--- src/rtl/rdy_pkg.sv ---
package rdy_pkg;

    typedef enum logic [1:0] {
        MODE_HOLD  = 2'd0,
        MODE_CHAR  = 2'd1,
        MODE_BLOCK = 2'd2
    } rdy_mode_e;

    localparam logic [1:0] MF_SEL_RXRDY = 2'b10;

    // Block-mode receive threshold for a given select code, scaled to depth.
    function automatic int unsigned rx_trig_level(input logic [1:0] sel,
                                                  input int unsigned depth);
        case (sel)
            2'b00:   return 1;
            2'b01:   return depth / 8;
            2'b10:   return depth / 4;
            default: return depth - depth / 8;
        endcase
    endfunction

endpackage

--- src/rtl/rdy_level_ctr.sv ---
module rdy_level_ctr #(
    parameter int DEPTH = 64,
    localparam int LVL_W = $clog2(DEPTH + 1)
) (
    input  logic             clk,
    input  logic             rst_n,
    input  logic             clr,
    input  logic             fifo_on,
    input  logic             push,
    input  logic             pop,
    output logic [LVL_W-1:0] lvl_q,
    output logic [LVL_W-1:0] lvl_nxt
);
    localparam logic [LVL_W-1:0] CAP_FULL = LVL_W'(DEPTH);
    localparam logic [LVL_W-1:0] CAP_ONE  = LVL_W'(1);

    typedef struct packed {
        logic [LVL_W-1:0] lvl;
    } ctr_st_t;

    ctr_st_t st_d, st_q;
    logic [LVL_W-1:0] cap;
    logic pop_ok, push_ok;

    always_comb begin
        st_d    = st_q;
        cap     = fifo_on ? CAP_FULL : CAP_ONE;
        pop_ok  = pop && (st_q.lvl != '0);
        push_ok = push && ((st_q.lvl < cap) || pop_ok);
        if (clr) begin
            st_d.lvl = '0;
        end else if (push_ok && !pop_ok) begin
            st_d.lvl = st_q.lvl + CAP_ONE;
        end else if (pop_ok && !push_ok) begin
            st_d.lvl = st_q.lvl - CAP_ONE;
        end
    end

    always_ff @(posedge clk) begin
        if (!rst_n) st_q <= '0;
        else        st_q <= st_d;
    end

    assign lvl_q   = st_q.lvl;
    assign lvl_nxt = st_d.lvl;

    p_bound_r2: assert property (@(posedge clk) disable iff (!rst_n)
        (!clr) |-> (lvl_q <= cap));

    p_pushpop_r3: assert property (@(posedge clk) disable iff (!rst_n)
        (push && pop && (lvl_q != '0) && !clr) |=> (lvl_q == $past(lvl_q)));

endmodule

--- src/rtl/rdy_rx_flag.sv ---
module rdy_rx_flag #(
    parameter int DEPTH = 64,
    localparam int LVL_W = $clog2(DEPTH + 1)
) (
    input  logic              clk,
    input  logic              rst_n,
    input  rdy_pkg::rdy_mode_e mode,
    input  logic [1:0]        trig_sel,
    input  logic              timeout,
    input  logic [LVL_W-1:0]  lvl_nxt,
    output logic              rdy_n_q
);
    typedef struct packed {
        logic rdy_n;
    } rx_st_t;

    rx_st_t st_d, st_q;
    logic [LVL_W-1:0] trig;

    always_comb begin
        st_d = st_q;
        trig = LVL_W'(rdy_pkg::rx_trig_level(trig_sel, DEPTH));
        case (mode)
            rdy_pkg::MODE_BLOCK: begin
                if (lvl_nxt == '0)                         st_d.rdy_n = 1'b1;
                else if ((lvl_nxt >= trig) || timeout)     st_d.rdy_n = 1'b0;
            end
            default: st_d.rdy_n = (lvl_nxt == '0);
        endcase
    end

    always_ff @(posedge clk) begin
        if (!rst_n) st_q <= '{rdy_n: 1'b1};
        else        st_q <= st_d;
    end

    assign rdy_n_q = st_q.rdy_n;

    // Between empty and trigger, block mode holds its previous decision.
    p_hyst_r6: assert property (@(posedge clk) disable iff (!rst_n)
        ((mode == rdy_pkg::MODE_BLOCK) && (lvl_nxt != '0) && (lvl_nxt < trig) && !timeout)
        |=> $stable(rdy_n_q));

endmodule

--- src/rtl/rdy_tx_flag.sv ---
module rdy_tx_flag #(
    parameter int DEPTH = 64,
    localparam int LVL_W = $clog2(DEPTH + 1)
) (
    input  logic               clk,
    input  logic               rst_n,
    input  rdy_pkg::rdy_mode_e mode,
    input  logic [LVL_W-1:0]   lvl_nxt,
    output logic               rdy_n_q
);
    localparam logic [LVL_W-1:0] CAP_FULL = LVL_W'(DEPTH);

    typedef struct packed {
        logic rdy_n;
    } tx_st_t;

    tx_st_t st_d, st_q;

    always_comb begin
        st_d = st_q;
        if (mode == rdy_pkg::MODE_BLOCK) st_d.rdy_n = (lvl_nxt == CAP_FULL);
        else                             st_d.rdy_n = (lvl_nxt != '0);
    end

    always_ff @(posedge clk) begin
        if (!rst_n) st_q <= '{rdy_n: 1'b1};
        else        st_q <= st_d;
    end

    assign rdy_n_q = st_q.rdy_n;

endmodule

--- src/rtl/rdy_gen_top.sv ---
module rdy_gen_top #(
    parameter int DEPTH = 64,
    localparam int LVL_W = $clog2(DEPTH + 1)
) (
    input  logic             clk,
    input  logic             rst_n,
    input  logic             fifo_en,
    input  logic             blk_mode,
    input  logic [1:0]       rx_trig_sel,
    input  logic             rx_timeout,
    input  logic             rx_push,
    input  logic             rx_pop,
    input  logic             tx_push,
    input  logic             tx_pop,
    input  logic [1:0]       mf_sel,
    output logic [LVL_W-1:0] rx_level,
    output logic [LVL_W-1:0] tx_level,
    output logic             rx_rdy_n,
    output logic             tx_rdy_n,
    output logic             mf_n
);
    localparam int N_DIR = 2;   // index 0 = receive, 1 = transmit

    typedef struct packed {
        logic en;
    } top_st_t;

    top_st_t st_d, st_q;
    rdy_pkg::rdy_mode_e mode;
    logic clr;
    logic [N_DIR-1:0] push_v, pop_v;
    logic [LVL_W-1:0] lvl_q_v [N_DIR];
    logic [LVL_W-1:0] lvl_n_v [N_DIR];

    always_comb begin
        st_d    = st_q;
        st_d.en = fifo_en;
        clr     = (fifo_en != st_q.en);
        if (!fifo_en)      mode = rdy_pkg::MODE_HOLD;
        else if (blk_mode) mode = rdy_pkg::MODE_BLOCK;
        else               mode = rdy_pkg::MODE_CHAR;
    end

    always_ff @(posedge clk) begin
        if (!rst_n) st_q <= '0;
        else        st_q <= st_d;
    end

    assign push_v = {tx_push, rx_push};
    assign pop_v  = {tx_pop,  rx_pop};

    for (genvar g = 0; g < N_DIR; g++) begin : g_ctr
        rdy_level_ctr #(.DEPTH(DEPTH)) ctr_i (
            .clk     (clk),
            .rst_n   (rst_n),
            .clr     (clr),
            .fifo_on (fifo_en),
            .push    (push_v[g]),
            .pop     (pop_v[g]),
            .lvl_q   (lvl_q_v[g]),
            .lvl_nxt (lvl_n_v[g])
        );
    end

    rdy_rx_flag #(.DEPTH(DEPTH)) rx_flag_i (
        .clk      (clk),
        .rst_n    (rst_n),
        .mode     (mode),
        .trig_sel (rx_trig_sel),
        .timeout  (rx_timeout),
        .lvl_nxt  (lvl_n_v[0]),
        .rdy_n_q  (rx_rdy_n)
    );

    rdy_tx_flag #(.DEPTH(DEPTH)) tx_flag_i (
        .clk     (clk),
        .rst_n   (rst_n),
        .mode    (mode),
        .lvl_nxt (lvl_n_v[1]),
        .rdy_n_q (tx_rdy_n)
    );

    assign rx_level = lvl_q_v[0];
    assign tx_level = lvl_q_v[1];
    assign mf_n     = (mf_sel == rdy_pkg::MF_SEL_RXRDY) ? rx_rdy_n : 1'b1;

    p_empty_idle_r6: assert property (@(posedge clk) disable iff (!rst_n)
        (rx_level == '0) |-> rx_rdy_n);

    p_hold_reg_r4: assert property (@(posedge clk) disable iff (!rst_n)
        (!fifo_en && !st_q.en) |=> ((rx_rdy_n == (rx_level == '0)) && (tx_rdy_n == (tx_level != '0))));

    p_blk_tx_r8: assert property (@(posedge clk) disable iff (!rst_n)
        (fifo_en && st_q.en && blk_mode) |=> (tx_rdy_n == (tx_level == LVL_W'(DEPTH))));

    p_clear_r9: assert property (@(posedge clk) disable iff (!rst_n)
        (fifo_en != st_q.en) |=> ((rx_level == '0) && (tx_level == '0)));

endmodule

--- config.mk ---
export PLATFORM = sky130hd
export DESIGN_NAME = rdy_gen_top
export DESIGN_NICKNAME = d
export VERILOG_FILES = /design/src/rtl/rdy_pkg.sv /design/src/rtl/rdy_level_ctr.sv /design/src/rtl/rdy_rx_flag.sv /design/src/rtl/rdy_tx_flag.sv /design/src/rtl/rdy_gen_top.sv
export SDC_FILE = /design/constraint.sdc
export NUM_CORES = 1
export LEC_CHECK = 0
export CAP_MARGIN = 5
export CORE_UTILIZATION = 35
export CTS_BUF_LIST = sky130_fd_sc_hd__clkbuf_4
export DETAILED_ROUTE_END_ITERATION = 6
export SYNTH_ARGS = -nofsm -noshare
export SYNTH_HDL_FRONTEND = slang
export SYNTH_SLANG_ARGS = --single-unit
--- constraint.sdc ---
create_clock -name clk -period 6.1 [get_ports clk]
set_input_delay 1.22 -clock clk [delete_from_list [all_inputs] [get_ports clk]]
set_output_delay 1.22 -clock clk [all_outputs]
set_load 0.1 [all_outputs]
Word-level counts from Yosys, hierarchy flattened
Cells that the tools add are included.
{ "totals": {"reg_bits": 17, "latch_bits": 0, "ram_bits": 0, "romBits": 0, "input_bits": 13, "output_inout_bits": 17, "word_cells": 54, "mem_count": 0} }
{ "op_classes": {"n_addsub": 4, "multipliers": 0, "div": 0, "n_lt_le_gt_ge": 3, "eq_ne": 7, "shift": 0, "n_mux": 15, "n_bitwise": 0, "reduce_logical": 20} }
{ "op_table": {"columns": ["cell", "count"], "rows": [
  ["7-bit two-way mux", 7],
  ["7-bit nonzero test", 3],
  ["6-bit one-hot mux with 3 select lines", 1],
  ["7-bit by 1-bit adder with 7-bit output, second input constant", 2],
  ["7-bit less-than comparator", 2],
  ["7-bit by 1-bit subtractor with 7-bit output, second input constant", 2],
  ["1-bit logical AND", 8],
  ["7-bit equality test, second input constant", 1],
  ["7-bit by 6-bit >= comparator with 1-bit output", 1],
  ["7-bit logical NOT", 1],
  ["2-bit equality test, second input constant", 3],
  ["1-bit two-way mux", 5],
  ["1-bit logical NOT", 4],
  ["2-bit two-way mux", 2],
  ["1-bit logical OR", 3],
  ["3-bit by 1-bit inequality test with 1-bit output, second input constant", 1],
  ["2-bit by 1-bit equality test with 1-bit output, second input constant", 1],
  ["2-bit logical NOT", 1],
  ["1-bit inequality test", 1]
]} }

Longest topological paths before layout
Gate-level depths: netlist (run 1).
{ "logic_depth": {"depth_word": 14, "mapped_depth": 15, "mapped_depth_nobuf": 14} }

Cells and area by module
From an unflattened synthesis (run 1), not the netlist that was laid out.
{ "unflattened": {"cells_unflattened": 198, "hier_area_um2": 1631.6} }
{ "by_module_without_submodules": {"columns": ["module", "n_inst", "cells_each", "area_each_um2", "seq_area_each_um2"], "rows": [
  ["rdy_level_ctr", 2, 82, 669.4, 140.1],
  ["rdy_rx_flag", 1, 21, 175.2, 20.0],
  ["rdy_tx_flag", 1, 7, 61.3, 20.0],
  ["rdy_gen_top", 1, 6, 56.3, 20.0]
]} }

Worst setup path after synthesis (run 1)
OpenSTA, ideal clock, no wires.
{ "synth_path": {"path_type": "in2reg", "from": "in fifo_en", "to": "reg rx_flag_i.st_q (netlist: rx_flag_i.rdy_n_q)", "setup_ns": 0.096, "arrival_time_ns": 3.668, "required_ns": 6.004, "setup_slack_ns": 2.337, "cell_stages": 14, "path_buffers": 1, "path_cell_list": "clkbuf_1 > inv_1 > ha_1 > o41a_1 > nor4b_4 > nand4_1 > o21ai_1 > xnor2_1 > nor2_1 > ha_1 > inv_1 > o2111ai_1 > o31a_1 > o41ai_2"} }
{ "synth_between": {"elab_chain_cells": 12, "word_cells_on_any_way": 19, "classes_between": "order compare (2); eq/ne (3); mux (7); reduce/logical (7)"} }
{ "synth_rtl": {"columns": ["element", "line", "text"], "rows": [
  ["start, declared", "rdy_gen_top.sv:7", "input logic fifo_en,"],
  ["7-bit two-way mux", "rdy_level_ctr.sv:27", "cap = fifo_on ? CAP_FULL : CAP_ONE;"],
  ["7-bit less-than comparator", "rdy_level_ctr.sv:29", "push_ok = push && ((st_q.lvl < cap) || pop_ok);"],
  ["1-bit logical OR", "rdy_level_ctr.sv:29", null],
  ["1-bit logical AND", "rdy_level_ctr.sv:29", null],
  ["1-bit logical NOT", "rdy_level_ctr.sv:34", "end else if (pop_ok && !push_ok) begin"],
  ["1-bit logical AND", "rdy_level_ctr.sv:34", null],
  ["7-bit two-way mux", "rdy_level_ctr.sv:34", null],
  ["7-bit two-way mux", "rdy_level_ctr.sv:32", "end else if (push_ok && !pop_ok) begin"],
  ["7-bit two-way mux (*)", "rdy_level_ctr.sv:30", "if (clr) begin"],
  ["net g_ctr[0].ctr_i.lvl_nxt[5]", "rdy_level_ctr.sv:12", "output logic [LVL_W-1:0] lvl_nxt"],
  ["7-bit by 6-bit >= comparator with 1-bit output or 7-bit logical NOT (tied branches)", "rdy_rx_flag.sv:26, rdy_rx_flag.sv:25, rdy_rx_flag.sv:28", null],
  ["1-bit logical OR or 1-bit two-way mux (tied branches)", "rdy_rx_flag.sv:26, rdy_rx_flag.sv:25", null],
  ["3-bit by 1-bit inequality test with 1-bit output (no line) or 1-bit two-way mux (tied branches)", null, null],
  ["end signal, assigned", "rdy_rx_flag.sv:33", "if (!rst_n) st_q <= '{rdy_n: 1'b1};"],
  ["end signal, assigned", "rdy_rx_flag.sv:34", "else st_q <= st_d;"],
  ["end, declared", "rdy_rx_flag.sv:17", "rx_st_t st_d, st_q;"]
]} }
Mark *: on every way through the listed nets, which the timed path passes. The rest lies on a longest branch.
A chain may end at the register's enable or synchronous reset.

Final worst setup path (run 1)
{ "layout_path": {"from": "in mf_sel[0]", "to": "out mf_n"} }
{ "layout_between": {"elab_chain_cells": 2} }
{ "layout_rtl": {"columns": ["element", "line", "text"], "rows": [
  ["start, declared", "rdy_gen_top.sv:15", "input logic [1:0] mf_sel,"],
  ["2-bit equality test", "rdy_gen_top.sv:85", "assign mf_n = (mf_sel == rdy_pkg::MF_SEL_RXRDY) ? rx_rdy_n : 1'b1;"],
  ["1-bit two-way mux", "rdy_gen_top.sv:85", null],
  ["end, declared", "rdy_gen_top.sv:20", "output logic mf_n"]
]} }
Every way passes these cells.

==> results of run 1 <==
registers in the layout, indices dropped and copies added, names as in the netlist:
name,flops
rx_flag_i.rdy_n_q,1
st_q,1
g_ctr.ctr_i.lvl_q,14
tx_flag_i.rdy_n_q,1
critical path, cell delays in order:
cell             delay, ns
clkdlybuf4s50_1       0.45
nor2_1                0.04
nand2_1               0.06
clkdlybuf4s50_1       1.12
layer usage:
metal,vias up,GRT usage [%]
li1,655,-
met1,614,20.2
met2,24,29.2
met3,9,3.35
met4,0,5.56
met5,-,0
kinds of logic (layout without fill, tap and decap cells):
family / after synthesis / in the layout / synth area share [%]
simple gates: 69 / 69 / 28.8
compound gates: 36 / 36 / 21.2
flops: 17 / 17 / 24.9
buf+inv: 17 / 46 / 5.22
xor+xnor: 14 / 14 / 8.97
fa+ha+maj: 12 / 12 / 11.0
cells in the mapped netlist (all sizes together), types with 2 or more instances:
cell type,number
o21ai,8
xor2,5
xnor2,9
o311ai,2
nand3,6
nor3,4
nor2b,7
or4,2
nor3b,3
a22oi,2
inv,13
clkbuf,3
o2111ai,2
nand2b,4
nor2,18
a21oi,2
and2,3
o31a,2
a31oi,3
nand4,3
nor4,2
o41ai,3
and3,4
dfxtp,17
nand2,10
ha,12
final cells by class:
| type | instances | area [µm²] | share of cell area (%) |
|---|---|---|---|
| Clock buffer | 3 | 22.5 | 1.31 |
| Sequential cell | 17 | 340 | 19.8 |
| Multi-Input combinational cell | 131 | 955 | 55.5 |
| Tap cell | 48 | 60.1 | 3.49 |
| Inverter | 13 | 48.8 | 2.83 |
| Clock inverter | 1 | 5.00 | 0.291 |
| Timing Repair Buffer | 29 | 290 | 16.9 |
worst max-delay path by stage:
stage / from / depth (start not counted) / to
3_3_place_gp: fifo_en / 14 / rx_flag_i.rdy_n_q
2_1_floorplan: fifo_en / 14 / rx_flag_i.rdy_n_q
3_5_place_dp: fifo_en / 13 / rx_flag_i.rdy_n_q
6_report: mf_sel[0] / 4 / mf_n
4_1_cts: mf_sel[0] / 4 / mf_n
5_1_grt: fifo_en / 14 / rx_flag_i.rdy_n_q
metrics by stage:
step           setup WS, ns  cells  utilization [%]  cell area (µm²)  total power (W)
5_1_grt                1.81    242             46.3             1720         0.000384
6_report               1.99    242             46.3             1720         0.000361
4_1_cts                1.99    242             46.3             1720         0.000363
3_5_place_dp           1.79    238             45.6             1690         0.000299
3_3_place_gp           1.86    238             45.6             1690         0.000297
2_1_floorplan          2.34    165                -             1370         0.000260
power breakdown:
part	total, W	switching (W)	leakage, nW	internal, W
registers	0.000130	0.0000115	0.138	0.000118
clock network	0.0000641	0.0000396	0.0177	0.0000245
logic	0.000167	0.000109	0.516	0.0000573
==> results.tsv, run 1 <==
metric	value	unit
post-DP HPWL	2500	µm
Worst slew margin	34.9	%
Mean Syn Cell Area	8.28	µm²
Main synth FF type	dfxtp_1	
RSZ-0062 raised after global routing	no	
crit path kind	primary input to primary output	
synthesized instance count	165	
Period Utilization, post-route	67.3	%
area leader, netlist	dfxtp_1	
CTS tree	built	
nets@finish	220	
layout cells sized above 1	6.19	%
Yosys top cell area share	24.9	%
reg-to-reg startpoint	g_ctr[0].ctr_i.lvl_q[5]	
DR WL met3	104	µm
Pre-antenna DRT Iters	4	
commonest cells after routing, fill and taps aside	clkdlybuf4s50_1, nor2_1, dfxtp_1, inv_1, ha_1	
largest net degree at the start of global routing	11	
routed length on met2	1550	µm
number of flops mapped to enable cells by yosys	0	
kind of end point of the critical path	primary output	
Power Density	209	mW/mm²
Final ANT Viol Nets	0	
Max Cap Violations	0	
CP max FO	1	
Fmax	244	MHz
FF-to-FF End	rx_flag_i.rdy_n_q	
worst hold slack	0.641	ns
core area	0.00372	mm²
WHS Endpoint	g_ctr[1].ctr_i.lvl_q[6]	
clk buf depth	2	
Die Y	64.5	µm
DRC	0	
gr usage total	16.7	%
VDD IR max	0.000105	V
die area	0.00416	mm²
top sig layer	met4	
mapped cell area	0.00137	mm²
total number of vias	1302	
effective utilization at floorplan	36.8	%
min Tclk post-route	4.11	ns
vias in the first global route	1217	
CTS H-tree lvls	1	
setup bufs post-CTS	0	
Root Driver	clkbuf_4	
cts repair resizes	0	
YS warnings	0	
status	finished, final reports clean	
max-slew violation count	0	
R2R Setup Slk	2.98	ns
Reg2Reg Depth	11	
chip width	64.5	µm
routability congestion estimate	0.861	
Ant. Diodes	0	
Worst Path Arrival	2.89	ns
Mapped Nets	190	
grt ovf	0	
commonest non-fill, non-tap cell in the layout	clkdlybuf4s50_1	
synth unique cells	46	
initial antenna violation count	0	
worst-margin pin slew	0.974	ns
Final Hold Fails	0	
overall routed net length	3200	µm
clk slew on worst S/H paths	0.10	ns
final-report setup violation count	0	
I/O pin total	30	
number of DRC markers after the initial detailed-route iteration	36	
Fill cells	382	
hold crit path type	flop to flop	
num rows	22	
setup TNS	0	ns
Post-synth ARST share	0	%
Setup Skew	0.00464	ns
Routed WL per cell	13.2	µm
Seq cells post-synth	17	
CTS Buf Count	3	
WL met1	1490	µm
worst skew pair latency	0.30	ns
DR vias/cell	5.38	
Seq/Total Area, Yosys	24.9	%
Buffers on Ports	29	
clk sinks	17	
Hold Buf Count CTS	0	
Worst Min Path Start	g_ctr[1].ctr_i.lvl_q[6]	
hold depth	2	
first-pass GRT wire length	5440	µm
Synth area leaders	dfxtp_1, ha_1, xnor2_1, nor2_1, inv_1	
data required time of the critical path	4.88	ns
synth-to-layout area growth	26.0	%
Worst setup SP type	primary input	
Leak	0.672	nW
Note: power is estimated with default switching activity, not from simulation.
==> run 2: changes to the inputs <==
==> constraint.sdc (replaced) <==
create_clock -name clk -period 4.1 [get_ports clk]
set_input_delay 0.82 -clock clk [delete_from_list [all_inputs] [get_ports clk]]
set_output_delay 0.82 -clock clk [all_outputs]
set_load 0.1 [all_outputs]
==> run 2 against run 1 <==
  * Total power is 51% higher
  * Clock power up 54%
  * Sequential cell count is the same
  * Combinational power up 51%
  * Worst setup slack worse by 1.3 ns
  * Cell count grew 0.41%
  * Utilization up 0.20 points
  * Critical path type is now primary input to flop
==> results.tsv, run 2 (synthesis gave the netlist of run 1 again) <==
metric	value	unit	change
Hold Buf Count CTS	0		unchanged
setup bufs post-CTS	0		unchanged
Routed WL per cell	14.0	µm	+6.0%
M3 GR Usage	4.05	%	+0.70 points
die area	0.00416	mm²	unchanged
chip width	64.5	µm	unchanged
Reg with most FFs	g_ctr.ctr_i.lvl_q		
worst-margin pin slew	0.992	ns	+0.0181 ns
Final Hold Fails	0		unchanged
setup TNS	0	ns	unchanged
Largest stage delay, worst path	0.48	ns	-0.64 ns
hold depth	2		unchanged
commonest cells after routing, fill and taps aside	clkdlybuf4s50_1, nor2_1, dfxtp_1, inv_1, ha_1		
Reg2Reg Depth	12		+1
I/O pin total	30		unchanged
max reg flops	14		unchanged
number of DRC markers after the initial detailed-route iteration	69		+92%
layout cells sized above 1	7.18	%	+0.99 points
dpl ws	0.394	ns	-1.39 ns
Root Driver	clkbuf_4		
routability congestion estimate	0.880		+2.2%
data required time of the critical path	4.28	ns	-0.60 ns
met2 Usage GRT	29.7	%	+0.53 points
min Tclk post-route	3.40	ns	
met1 Use GR	21.2	%	+1.0 points
clk buf depth	2		unchanged
Setup Skew	0.000980	ns	-0.00366 ns
final worst slack	0.699	ns	-1.29 ns
placed cells	239		+0.42%
CTS Buf Count	3		unchanged
Period Utilization, post-route	82.9	%	
final cell count without fillers	243		+0.41%
nets@finish	221		+0.45%
status	finished, final reports clean		
clk slew on worst S/H paths	0.10	ns	about the same
final-report setup violation count	0		unchanged
Ant. Diodes	0		unchanged
largest net degree at the start of global routing	10		-1
Fmax	294	MHz	
R2R Setup Slk	0.94	ns	-2.04 ns
overall routed net length	3400	µm	+6.4%
DR vias/cell	5.48		+1.9%
CP max FO	4		+3
cts repair resizes	0		unchanged
Pre-antenna DRT Iters	4		unchanged
worst skew pair latency	0.29	ns	about the same
synth-to-layout area growth	26.6	%	
reg-to-reg startpoint	g_ctr[0].ctr_i.lvl_q[5]		
core area	0.00372	mm²	unchanged
Die Y	64.5	µm	unchanged
Leak	0.677	nW	+0.79%
clk sinks	17		unchanged
commonest non-fill, non-tap cell in the layout	clkdlybuf4s50_1		
gr usage total	17.3	%	+0.61 points
Worst setup SP type	primary input		
Worst Min Path Start	g_ctr[1].ctr_i.lvl_q[6]		
Worst slew margin	33.6	%	-1.2 points
busiest grt layer	met2		
total number of vias	1332		+2.3%
post-DP HPWL	2610	µm	+4.3%
grt ovf	0		unchanged
Worst Path Arrival	3.59	ns	+0.70 ns
CTS H-tree lvls	1		unchanged
first-pass GRT wire length	5740	µm	+5.6%
worst hold slack	0.643	ns	+0.00284 ns
hold crit path type	flop to flop		
num rows	22		unchanged
Buffers on Ports	29		unchanged
worst path bufs/invs	2		unchanged
Max Cap Violations	0		unchanged
RSZ-0062 raised after global routing	no		
initial antenna violation count	0		unchanged
crit path cell chain	clkdlybuf4s50_1, inv_1, ha_1, o41a_1, nor4b_4, nand4_1, o21ai_1, xnor2_1, nor2_1, ha_1, nand4_1, a31oi_1, o31a_1, o41ai_2		
max-slew violation count	0		unchanged
Power Density	315	mW/mm²	+50%
effective utilization at floorplan	36.8	%	unchanged
crit path kind	primary input to flop		
WHS Endpoint	g_ctr[1].ctr_i.lvl_q[6]		
CTS tree	built		
kind of end point of the critical path	flop		
Slowest-stage cell, CP	clkdlybuf4s50_1		
crit-path leading delay family	compound AO/OA/AOI/OAI gates		
DRC	0		unchanged
FF-to-FF End	rx_flag_i.rdy_n_q		
Final ANT Viol Nets	0		unchanged
vias in the first global route	1280		+5.2%
VDD IR max	0.000190	V	+80%
-- run 2: cell count changes in the layout (fill, tap and decap cells not counted) --
| cell | delta |
|---|---|
| clkinv_2 | -1 |
| clkbuf_4 | +1 |
| clkdlybuf4s50_1 | -1 |
| buf_4 | +2 |
-- run 2: through the flow --
stage	power [W]	util, %	area [µm²]
global placement	0.000443	45.7	1700
CTS	0.000547	46.5	1730
floorplan	0.000387	-	1370
detailed placement	0.000448	45.7	1700
finish	0.000545	46.5	1730
global route	0.000577	46.5	1730
-- run 2: report_power, final --
part           total [W]  internal (W)  leakage, nW  switching, W
clock network  0.0000990     0.0000445       0.0184     0.0000546
logic           0.000252     0.0000859        0.521      0.000166
registers       0.000193      0.000176        0.138     0.0000173
-- run 2: worst max-delay path by stage --
stage                            start                 to  slack [ns]  cells after the start
2_1_floorplan  g_ctr[0].ctr_i.lvl_q[5]  rx_flag_i.rdy_n_q        0.69                     12
3_3_place_gp                   fifo_en  rx_flag_i.rdy_n_q        0.49                     13
3_5_place_dp                   fifo_en  rx_flag_i.rdy_n_q        0.39                     13
4_1_cts                        fifo_en  rx_flag_i.rdy_n_q        0.71                     13
5_1_grt                        fifo_en  rx_flag_i.rdy_n_q        0.52                     13
6_report                       fifo_en  rx_flag_i.rdy_n_q        0.70                     14
-- run 2: cell type report --
cell class / instances / area [µm²]
Timing Repair Buffer: 30 / 295
Inverter: 13 / 48.8
Tap cell: 48 / 60.1
Clock buffer: 4 / 30.0
Multi-Input combinational cell: 131 / 955
Sequential cell: 17 / 340
Fill cell: 372 / 1990
-- run 2: worst reg2reg max path, delay by kind of cell (launching register included) --
kind	cells	cell delay [ns]
and+or+nand+nor	5	1.25
adders and majority gates	1	0.35
AOI/OAI and AO/OA	5	0.93
DFF	1	0.37
xor gates and xnor gates	1	0.17
-- run 2: metal layers --
| layer | vias to the layer above | wire length [µm] | part of all wire [%] |
|---|---|---|---|
| met5 | - | 0 | 0 |
| met4 | 0 | 69 | 2.0 |
| met3 | 8 | 105 | 3.1 |
| met2 | 28 | 1700 | 50 |
| met1 | 638 | 1530 | 45 |
| li1 | 658 | - | - |
